File: src/rtl/mbs_pkg.sv
package mbs_pkg;

    typedef enum logic [2:0] {
        ST_IDLE = 3'd0,
        ST_T1   = 3'd1,
        ST_T2   = 3'd2,
        ST_T3   = 3'd3,
        ST_TW   = 3'd4,
        ST_T4   = 3'd5
    } bus_state_e;

    typedef struct packed {
        logic write;
        logic mem;
        logic byte_op;
    } cyc_kind_t;

    localparam cyc_kind_t KIND_NONE = '{write: 1'b0, mem: 1'b0, byte_op: 1'b0};

    // high byte lane is idle only for a byte at an even address
    function automatic logic hi_lane_off(input logic byte_op, input logic a0);
        return byte_op & ~a0;
    endfunction

    function automatic logic in_data_phase(input bus_state_e s);
        return (s == ST_T2) || (s == ST_T3) || (s == ST_TW) || (s == ST_T4);
    endfunction

    function automatic logic in_strobe_window(input bus_state_e s);
        return (s == ST_T2) || (s == ST_T3) || (s == ST_TW);
    endfunction

endpackage

File: src/rtl/mbs_seq.sv
module mbs_seq
    import mbs_pkg::*;
(
    input  logic       clk,
    input  logic       rst,
    input  logic       start,
    input  logic       ready,
    output bus_state_e state_o,
    output logic       ph_o,
    output logic       can_take_o,
    output logic       sample_o
);
    bus_state_e state_q;
    logic       ph_q;

    assign sample_o   = ph_q && ((state_q == ST_T3) || (state_q == ST_TW));
    assign can_take_o = (state_q == ST_IDLE) || ((state_q == ST_T4) && ph_q);

    always_ff @(posedge clk) begin
        if (rst) begin
            state_q <= ST_IDLE;
            ph_q    <= 1'b0;
        end else if (state_q == ST_IDLE) begin
            ph_q <= 1'b0;
            if (start) state_q <= ST_T1;
        end else if (!ph_q) begin
            ph_q <= 1'b1;
        end else begin
            ph_q <= 1'b0;
            case (state_q)
                ST_T1:        state_q <= ST_T2;
                ST_T2:        state_q <= ST_T3;
                ST_T3, ST_TW: state_q <= ready ? ST_T4 : ST_TW;
                ST_T4:        state_q <= start ? ST_T1 : ST_IDLE;
                default:      state_q <= ST_IDLE;
            endcase
        end
    end

    assign state_o = state_q;
    assign ph_o    = ph_q;
endmodule

File: src/rtl/mbs_lane.sv
module mbs_lane #(
    parameter int DW = 16
) (
    input  logic          byte_op,
    input  logic          a0,
    input  logic [DW-1:0] wdata,
    input  logic [DW-1:0] bus_rd,
    output logic          hbe_n,
    output logic [DW-1:0] lane_wdata,
    output logic [DW-1:0] rd_ext
);
    import mbs_pkg::*;
    localparam int HB = DW / 2;

    logic [HB-1:0] sel_byte;

    assign hbe_n = hi_lane_off(byte_op, a0);

    generate
        for (genvar g = 0; g < 2; g++) begin : g_lane
            assign lane_wdata[g*HB +: HB] = byte_op ? wdata[HB-1:0] : wdata[g*HB +: HB];
        end
    endgenerate

    assign sel_byte = a0 ? bus_rd[DW-1:HB] : bus_rd[HB-1:0];
    assign rd_ext   = byte_op ? {{(DW-HB){1'b0}}, sel_byte} : bus_rd;
endmodule

File: src/rtl/mbs_drive.sv
module mbs_drive
    import mbs_pkg::*;
#(
    parameter int AW = 20,
    parameter int DW = 16
) (
    input  bus_state_e    state,
    input  logic          ph,
    input  cyc_kind_t     kind,
    input  logic [AW-1:0] addr,
    input  logic [DW-1:0] lane_wd,
    input  logic          hbe_n_cur,
    output logic [AW-1:0] bus_out,
    output logic          bus_oe,
    output logic          ale,
    output logic          mem_io,
    output logic          rd_n,
    output logic          wr_n,
    output logic          den,
    output logic          dt_r,
    output logic          bhe_n,
    output logic          busy
);
    localparam int PAD = AW - DW;

    logic in_cyc, addr_ph, wdata_ph;

    assign in_cyc   = (state != ST_IDLE);
    assign addr_ph  = (state == ST_T1);
    assign wdata_ph = kind.write && (in_strobe_window(state) || ((state == ST_T4) && !ph));

    assign busy   = in_cyc;
    assign ale    = addr_ph && !ph;
    assign bus_oe = addr_ph || wdata_ph;
    assign bus_out = addr_ph ? addr : (wdata_ph ? {{PAD{1'b0}}, lane_wd} : '0);
    assign mem_io = in_cyc && kind.mem;
    assign dt_r   = in_cyc && kind.write;
    assign bhe_n  = in_cyc ? hbe_n_cur : 1'b1;
    assign den    = in_data_phase(state);
    assign wr_n   = !(kind.write && in_strobe_window(state));
    assign rd_n   = !(!kind.write && in_strobe_window(state) && !((state == ST_T2) && !ph));
endmodule

File: src/rtl/mux_bus_seq.sv
module mux_bus_seq
    import mbs_pkg::*;
#(
    parameter int AW = 20,
    parameter int DW = 16
) (
    input  logic          clk,
    input  logic          rst,
    input  logic          req_valid,
    output logic          req_ready,
    input  logic [AW-1:0] req_addr,
    input  logic          req_write,
    input  logic          req_mem,
    input  logic          req_byte,
    input  logic [DW-1:0] req_wdata,
    input  logic          ready,
    input  logic [AW-1:0] bus_in,
    output logic [AW-1:0] bus_out,
    output logic          bus_oe,
    output logic          ale,
    output logic          mem_io,
    output logic          rd_n,
    output logic          wr_n,
    output logic          den,
    output logic          dt_r,
    output logic          bhe_n,
    output logic          busy,
    output logic          rd_valid,
    output logic [DW-1:0] rd_data
);
    bus_state_e    state;
    logic          ph, can_take, sample, start;
    cyc_kind_t     kind_q;
    logic [AW-1:0] addr_q;
    logic [DW-1:0] wdata_q, lane_wd, rd_ext;
    logic          hbe_n_cur;

    assign start     = req_valid && can_take;
    assign req_ready = can_take;

    mbs_seq u_seq (
        .clk(clk), .rst(rst), .start(start), .ready(ready),
        .state_o(state), .ph_o(ph), .can_take_o(can_take), .sample_o(sample)
    );

    always_ff @(posedge clk) begin
        if (rst) begin
            kind_q  <= KIND_NONE;
            addr_q  <= '0;
            wdata_q <= '0;
        end else if (start) begin
            kind_q  <= '{write: req_write, mem: req_mem, byte_op: req_byte};
            addr_q  <= req_addr;
            wdata_q <= req_wdata;
        end
    end

    mbs_lane #(.DW(DW)) u_lane (
        .byte_op(kind_q.byte_op), .a0(addr_q[0]), .wdata(wdata_q),
        .bus_rd(bus_in[DW-1:0]), .hbe_n(hbe_n_cur),
        .lane_wdata(lane_wd), .rd_ext(rd_ext)
    );

    mbs_drive #(.AW(AW), .DW(DW)) u_drive (
        .state(state), .ph(ph), .kind(kind_q), .addr(addr_q),
        .lane_wd(lane_wd), .hbe_n_cur(hbe_n_cur),
        .bus_out(bus_out), .bus_oe(bus_oe), .ale(ale), .mem_io(mem_io),
        .rd_n(rd_n), .wr_n(wr_n), .den(den), .dt_r(dt_r), .bhe_n(bhe_n),
        .busy(busy)
    );

    always_ff @(posedge clk) begin
        if (rst) begin
            rd_valid <= 1'b0;
            rd_data  <= '0;
        end else begin
            rd_valid <= sample && ready && !kind_q.write;
            if (sample && ready && !kind_q.write) rd_data <= rd_ext;
        end
    end
endmodule

File: config.mk
export PLATFORM = sky130hd
export DESIGN_NAME = mux_bus_seq
export DESIGN_NICKNAME = d
export VERILOG_FILES = /design/src/rtl/mbs_pkg.sv /design/src/rtl/mbs_seq.sv /design/src/rtl/mbs_lane.sv /design/src/rtl/mbs_drive.sv /design/src/rtl/mux_bus_seq.sv
export SDC_FILE = /design/constraint.sdc
export NUM_CORES = 1
export LEC_CHECK = 0
export CAP_MARGIN = 20
export CORE_MARGIN = 4
export CORE_UTILIZATION = 40
export DETAILED_ROUTE_END_ITERATION = 10
export PLACE_DENSITY = 0.84
export REMOVE_ABC_BUFFERS = 1
export SLEW_MARGIN = 20
export SYNTH_ARGS = -nofsm -noshare
export SYNTH_HDL_FRONTEND = slang
export SYNTH_SLANG_ARGS = --single-unit
File: constraint.sdc
create_clock -name clk -period 1.75 [get_ports clk]
set_input_delay 0.2625 -clock clk [delete_from_list [all_inputs] [get_ports clk]]
set_output_delay 0.2625 -clock clk [all_outputs]
set_load 0.01 [all_outputs]
# [After elaboration in Yosys (flattened, before gate mapping)]
# Cells that the tools add are included.
[op_classes] eq_ne=6 n_mux=13 n_bitwise=2 n_reduce_logical=32
[ops] operator="2-to-1 mux 16 bit" count=2
[ops] operator="2-to-1 mux 20 bit" count=1
[ops] operator="2-to-1 mux 8 bit" count=2
[ops] operator="logical AND 1 bit" count=14
[ops] operator="case mux 3 bit (4 select lines)" count=1
[ops] operator="2-to-1 mux 3 bit" count=3
[ops] operator="logical OR 1 bit" count=7
[ops] operator="== test 3 x 2 -> 1 bit (second input constant)" count=2
[ops] operator="== test 3 bit (second input constant)" count=2
[ops] operator="logical NOT 1 bit" count=5
[ops] operator="2-to-1 mux 1 bit" count=4
[ops] operator="OR reduction 2 bit" count=2
[ops] operator="== test 3 x 1 -> 1 bit (second input constant)" count=1
[ops] operator="logical NOT 3 bit" count=1
[ops] operator="nonzero test 3 bit" count=1
[ops] operator="inequality test 2 x 1 -> 1 bit (second input constant)" count=1
[ops] operator="AND reduction 2 bit" count=1
[ops] operator="nonzero test 2 bit" count=1
[ops] operator="AND 1 bit" count=1
[ops] operator="NOT 1 bit" count=1
[totals] ff_bits=60 input_bits=63 out_inout_bits=47 word_cells=62

# [Longest topological paths before layout]
[depth] word_depth=8 ltp_mapped=6 ltp_nobuf=4

# [Cells and area by module]
# Synthesis repeated with hierarchy kept, for this count alone.
[unflattened] hier_cells=400 area_unflattened_um2=3528.4
[modules_own_cells] mod="mux_bus_seq" instances=1 cells_each=252 area_each_um2=2479.9 seq_area_each_um2=1121.1
[modules_own_cells] mod="mbs_drive" instances=1 cells_each=77 area_each_um2=372.9 seq_area_each_um2=0.0
[modules_own_cells] mod="mbs_lane" instances=1 cells_each=36 area_each_um2=372.9 seq_area_each_um2=0.0
[modules_own_cells] mod="mbs_seq" instances=1 cells_each=35 area_each_um2=302.8 seq_area_each_um2=80.1

# [Worst setup path after synthesis]
# OpenSTA, ideal clock, no wires.
[synth_timing] path_type="flip-flop to output port" start="reg u_seq.state_q[2], in the netlist u_seq.state_o[2]" end="out bus_out[10]" arrival_ns=1.378 t_required_ns=1.487 path_slack_ns=0.109 path_stages_with_launch=5 path_buffers=1 cell_sequence="dfxtp_1 clkbuf_1 nor2b_1 a21oi_1 o31ai_1"
[synth_via] elab_chain_len=7 word_cells_on_any_way=12 classes_between="eq/ne: 5; mux: 2; reduce/logical: 5"
[synth_rtl] item="start, declared" line="mbs_seq.sv:13" rtl="bus_state_e state_q;"
[synth_rtl] item="start signal, assigned" line="mbs_seq.sv:33" rtl="ST_T3, ST_TW: state_q <= ready ? ST_T4 : ST_TW;"
[synth_rtl] item="start signal, assigned" line="mbs_seq.sv:34" rtl="ST_T4: state_q <= start ? ST_T1 : ST_IDLE;"
[synth_rtl] item="== test 3 x 2 -> 1 bit" line="mbs_pkg.sv:30" rtl="return (s == ST_T2) || (s == ST_T3) || (s == ST_TW);"
[synth_rtl] item="logical OR 1 bit (2 in a row)" line="mbs_pkg.sv:30"
[synth_rtl] item="logical OR 1 bit" line="mbs_drive.sv:30" rtl="assign wdata_ph = kind.write && (in_strobe_window(state) || ((state == ST_T4) && !ph));"
[synth_rtl] item="logical AND 1 bit" line="mbs_drive.sv:30"
[synth_rtl] item="2-to-1 mux 16 bit" line="mbs_drive.sv:35" rtl="assign bus_out = addr_ph ? addr : (wdata_ph ? {{PAD{1'b0}}, lane_wd} : '0);"
[synth_rtl] item="2-to-1 mux 20 bit *" line="mbs_drive.sv:35"
[synth_rtl] item="end, declared" line="mux_bus_seq.sv:18" rtl="output logic [AW-1:0] bus_out,"
# Mark *: on every way between the ends. The rest lies on a longest branch, timed or not.

# [Worst setup path in the final report]
[layout_timing] start="reg u_seq.state_q[2], in the netlist u_seq.state_o[2]" end="out bus_out[5]"
# The elaborated chain is that of the path after synthesis.

==> impl_metrics.csv <==
group,metric,value,unit
clock_tree,clock-root-buffer,"clkbuf_8",
sta,skew,0.0108,ns
sta,worst_pin_slew,0.359,ns
global_routing,grt_max_degree,59,
final_layout,nNetsFinal,582,
place,dp.final_hpwl,6470,µm
sta,hold_viol,0,
floorplanning,die_w,95.2,µm
critical_path,crit_top_cell,"buf_6",
outcome,status,"finished, violations left",
critical_path,crit_required,1.49,ns
clock_tree,clk_pin_slew,0.07,ns
critical_path,worstPathCellList,"buf_6 -> or2_4 -> a41oi_4 -> buf_6 -> buf_6 -> nor2_1 -> buf_2",
critical_path,slowest_delay,0.36,ns
final_layout,finalNonFillerCells,623,
outcome,violations,"negative setup slack",
critical_path,cp-start-kind,"flip-flop",
critical_path,crit_buf_inv,4,
sta,fin_tns_setup,-6.38,ns
floorplanning,die_h,95.2,µm
global_routing,grt_pass1_wl,15400,µm
place,portBuffers,105,
power,ir_drop,629,µV
yosys,synthDistinctLibCells,35,
yosys,ys.flop_type,"dfxtp_1",
critical_path,crit_path_top_delay_cell,"dfxtp_4",
place,dp_cells,576,
floorplanning,std_cell_rows,31,
yosys,synth_area_leader_cell,"dfxtp_1",
run,max_cap_violations,0,
yosys,syn_avg_cell_area,8.36,µm²
route,drt_iter0_markers,107,
worst_hold_path,hp-class,"reg2reg",
final_layout,area_growth,67.7,%
power,powerDensity,791,mW/mm²
yosys,synth.yosys.warnings,0,
critical_path,crit_type,"reg2out",
clock_tree,cts_tree,"yes",
critical_path,cp_top_family,"buffers and inverters",
clock_tree,clk_latency,0.33,ns
final_layout,diodes,0,
place,place.gp.congestion,0.784,
sta,fmax,0.500,GHz
floorplanning,pin_count,110,
worst_hold_path,worstHoldStart,"rd_data[0]",
sta,timing.final.crit_share,114,%
route,firstDrtPassIters,4,
sta,setup_violations,49,
floorplanning,die-area,0.00906,mm²
floorplanning,initial_core_util,41.5,%
clock_tree,clock_path_buffers,2,
route,drtAntennaViolNets,0,
critical_path,worst_setup_path_end_kind,"output port",
place,pre_cts_slack,-0.439,ns
clock_tree,cts_max_level,3,
power,power.leakage,0.00217,µW
critical_path,cp_max_fo,4,
global_routing,grt_usage,21.8,%
yosys,synth.top_cells.by_area,"dfxtp_1 39%, mux2i_1 23%, nand2_1 13%",
route,wl_per_cell,16.1,µm
sta,finalWorstSetupSlack,-0.249,ns
route,vias,3169,
clock_tree,cts_buffers,9,
sta,rsz0062_at_grt,"yes",
route,routed_via_density,5.09,
route,routed_wl,10000,µm
final_layout,fillers,541,
yosys,synthArstFlopShare,0,%
yosys,synth_top_cell_area_share,39.5,%
sta,timing.final.crit_period,2.00,ns
floorplanning,core_region_area,0.00733,mm²
yosys,synth_enable_flop_cells,0,
critical_path,arrival,1.74,ns
sta,slew_headroom,76.0,%
critical_path,r2r_start,"u_seq.state_o[2]",
clock_tree,clock_sinks,60,
critical_path,startpoint,"u_seq.state_o[2]",
global_routing,overflow,0,
final_layout,drive_gt1_share,28.6,%
yosys,syn_inst,364,
global_routing,antenna_found_initial,0,
yosys,netlist_area,0.00304,mm²
yosys,seq_area_frac_synth,39.5,%
route,remaining_drc_errors,0,
global_routing,grt_pass1_vias,3239,
yosys,ys_seq_elements,60,
critical_path,reg2reg_setup_slack,-0.17,ns
sta,finalMaxSlewViolations,0,
==> synth_stat cells (2+ instances only) <==
cell / count
o31ai_1: 8
nand2_1: 105
o21ai_0: 13
dfxtp_1: 60
inv_1: 6
nor2b_1: 4
buf_2: 6
nor2_1: 14
nand2b_1: 2
a21boi_0: 9
mux2i_1: 71
clkbuf_1: 20
nand3_1: 9
a21oi_1: 2
a31oi_1: 2
and2_1: 5
and3_1: 8
a32oi_1: 2
clkinv_1: 2
==> layout by cell type (no fill, tap or decap), drive strengths merged, types with 2 or more instances in the layout <==
cell type,n
nand2,105
buf,94
clkdlybuf4s50,75
mux2i,71
dfxtp,60
clkbuf,15
nor2,14
o21ai,13
nand3,9
a21boi,9
and3,8
o31ai,8
inv,6
and2,5
nor2b,4
clkinv,3
a21oi,3
nand2b,2
or2,2
a32oi,2
a31oi,2
bufinv,2
==> sequential cells by signal, summed over array words and instances (netlist names) <==
signal,cells
addr_q,20
kind_q,3
rd_data,16
rd_valid,1
u_seq.ph_o,1
u_seq.state_o,3
wdata_q,16
==> layer usage <==
layer  wire [µm]  track usage [%]  part of all wire (%)  vias to the layer above
met5           0                0                     0                        -
met3         507             3.63                   5.0                       12
met1        4190             25.7                    42                     1512
met2        5180             39.1                    52                      105
met4         158             8.77                   1.6                        0
li1            -                -                     -                     1540
==> layout make-up <==
type,count,area (µm²),share of cell area (%)
sequential,60,1210,23.8
tap,99,124,2.43
clock inverter,4,72.6,1.42
multi-input combinational,268,1820,35.6
clock buffer,12,145,2.85
timing repair buffer,172,1690,33.2
inverter,8,33.8,0.662
==> worst paths after layout <==
path	end	depth (start not counted)
hold / removal	rd_data[0]	2
setup / recovery	bus_out[5]	7
setup reg to reg	rd_data[9]	8
hold reg to reg	rd_data[0]	2
==> per-stage QoR <==
| step | instance area [µm²] | power (µW) | hold WS (ns) | util, % |
|---|---|---|---|---|
| final | 5100 | 4030 | 0.459 | 69.6 |
| after global routing | 5100 | 4200 | 0.479 | 69.6 |
| after CTS | 4910 | 3910 | 0.460 | 67.0 |
| after detailed placement | 4450 | 2400 | 0.448 | 60.7 |
| after global placement | 4450 | 2380 | 0.438 | 60.7 |
| after floorplan | 2920 | 1940 | 0.332 | - |
==> where the power goes <==
part / switching [µW] / leakage, µW / internal [µW]
registers: 60.6 / 0.000493 / 1450
logic: 491 / 0.00157 / 640
clock network: 548 / 0.000107 / 840
==> worst min-delay path, delay by kind of cell (launching register included) <==
| family | cells | cell delay [ns] |
|---|---|---|
| DFF | 1 | 0.31 |
| muxes | 1 | 0.05 |
| and+or+nand+nor | 1 | 0.05 |
==> cell families after synthesis <==
| group | Yosys count | share of synthesized area (%) |
|---|---|---|
| AND/OR/NAND/NOR | 155 | 22.1 |
| buffers and inverters | 36 | 5.06 |
| multiplexers | 71 | 23.4 |
| AO/OA/AOI/OAI | 42 | 10.0 |
| flip-flops | 60 | 39.5 |
==> timing repair <==
action / 4_1_cts / 5_1_grt
setup endpoints to repair: 44 / 83
hold buffers: 0 / 0
cloned: 0 / 4
setup buffers: 23 / 6
gates resized for setup: 188 / 17
pin swaps: 10 / 8
No activity file was read; power rests on OpenSTA's default activity.
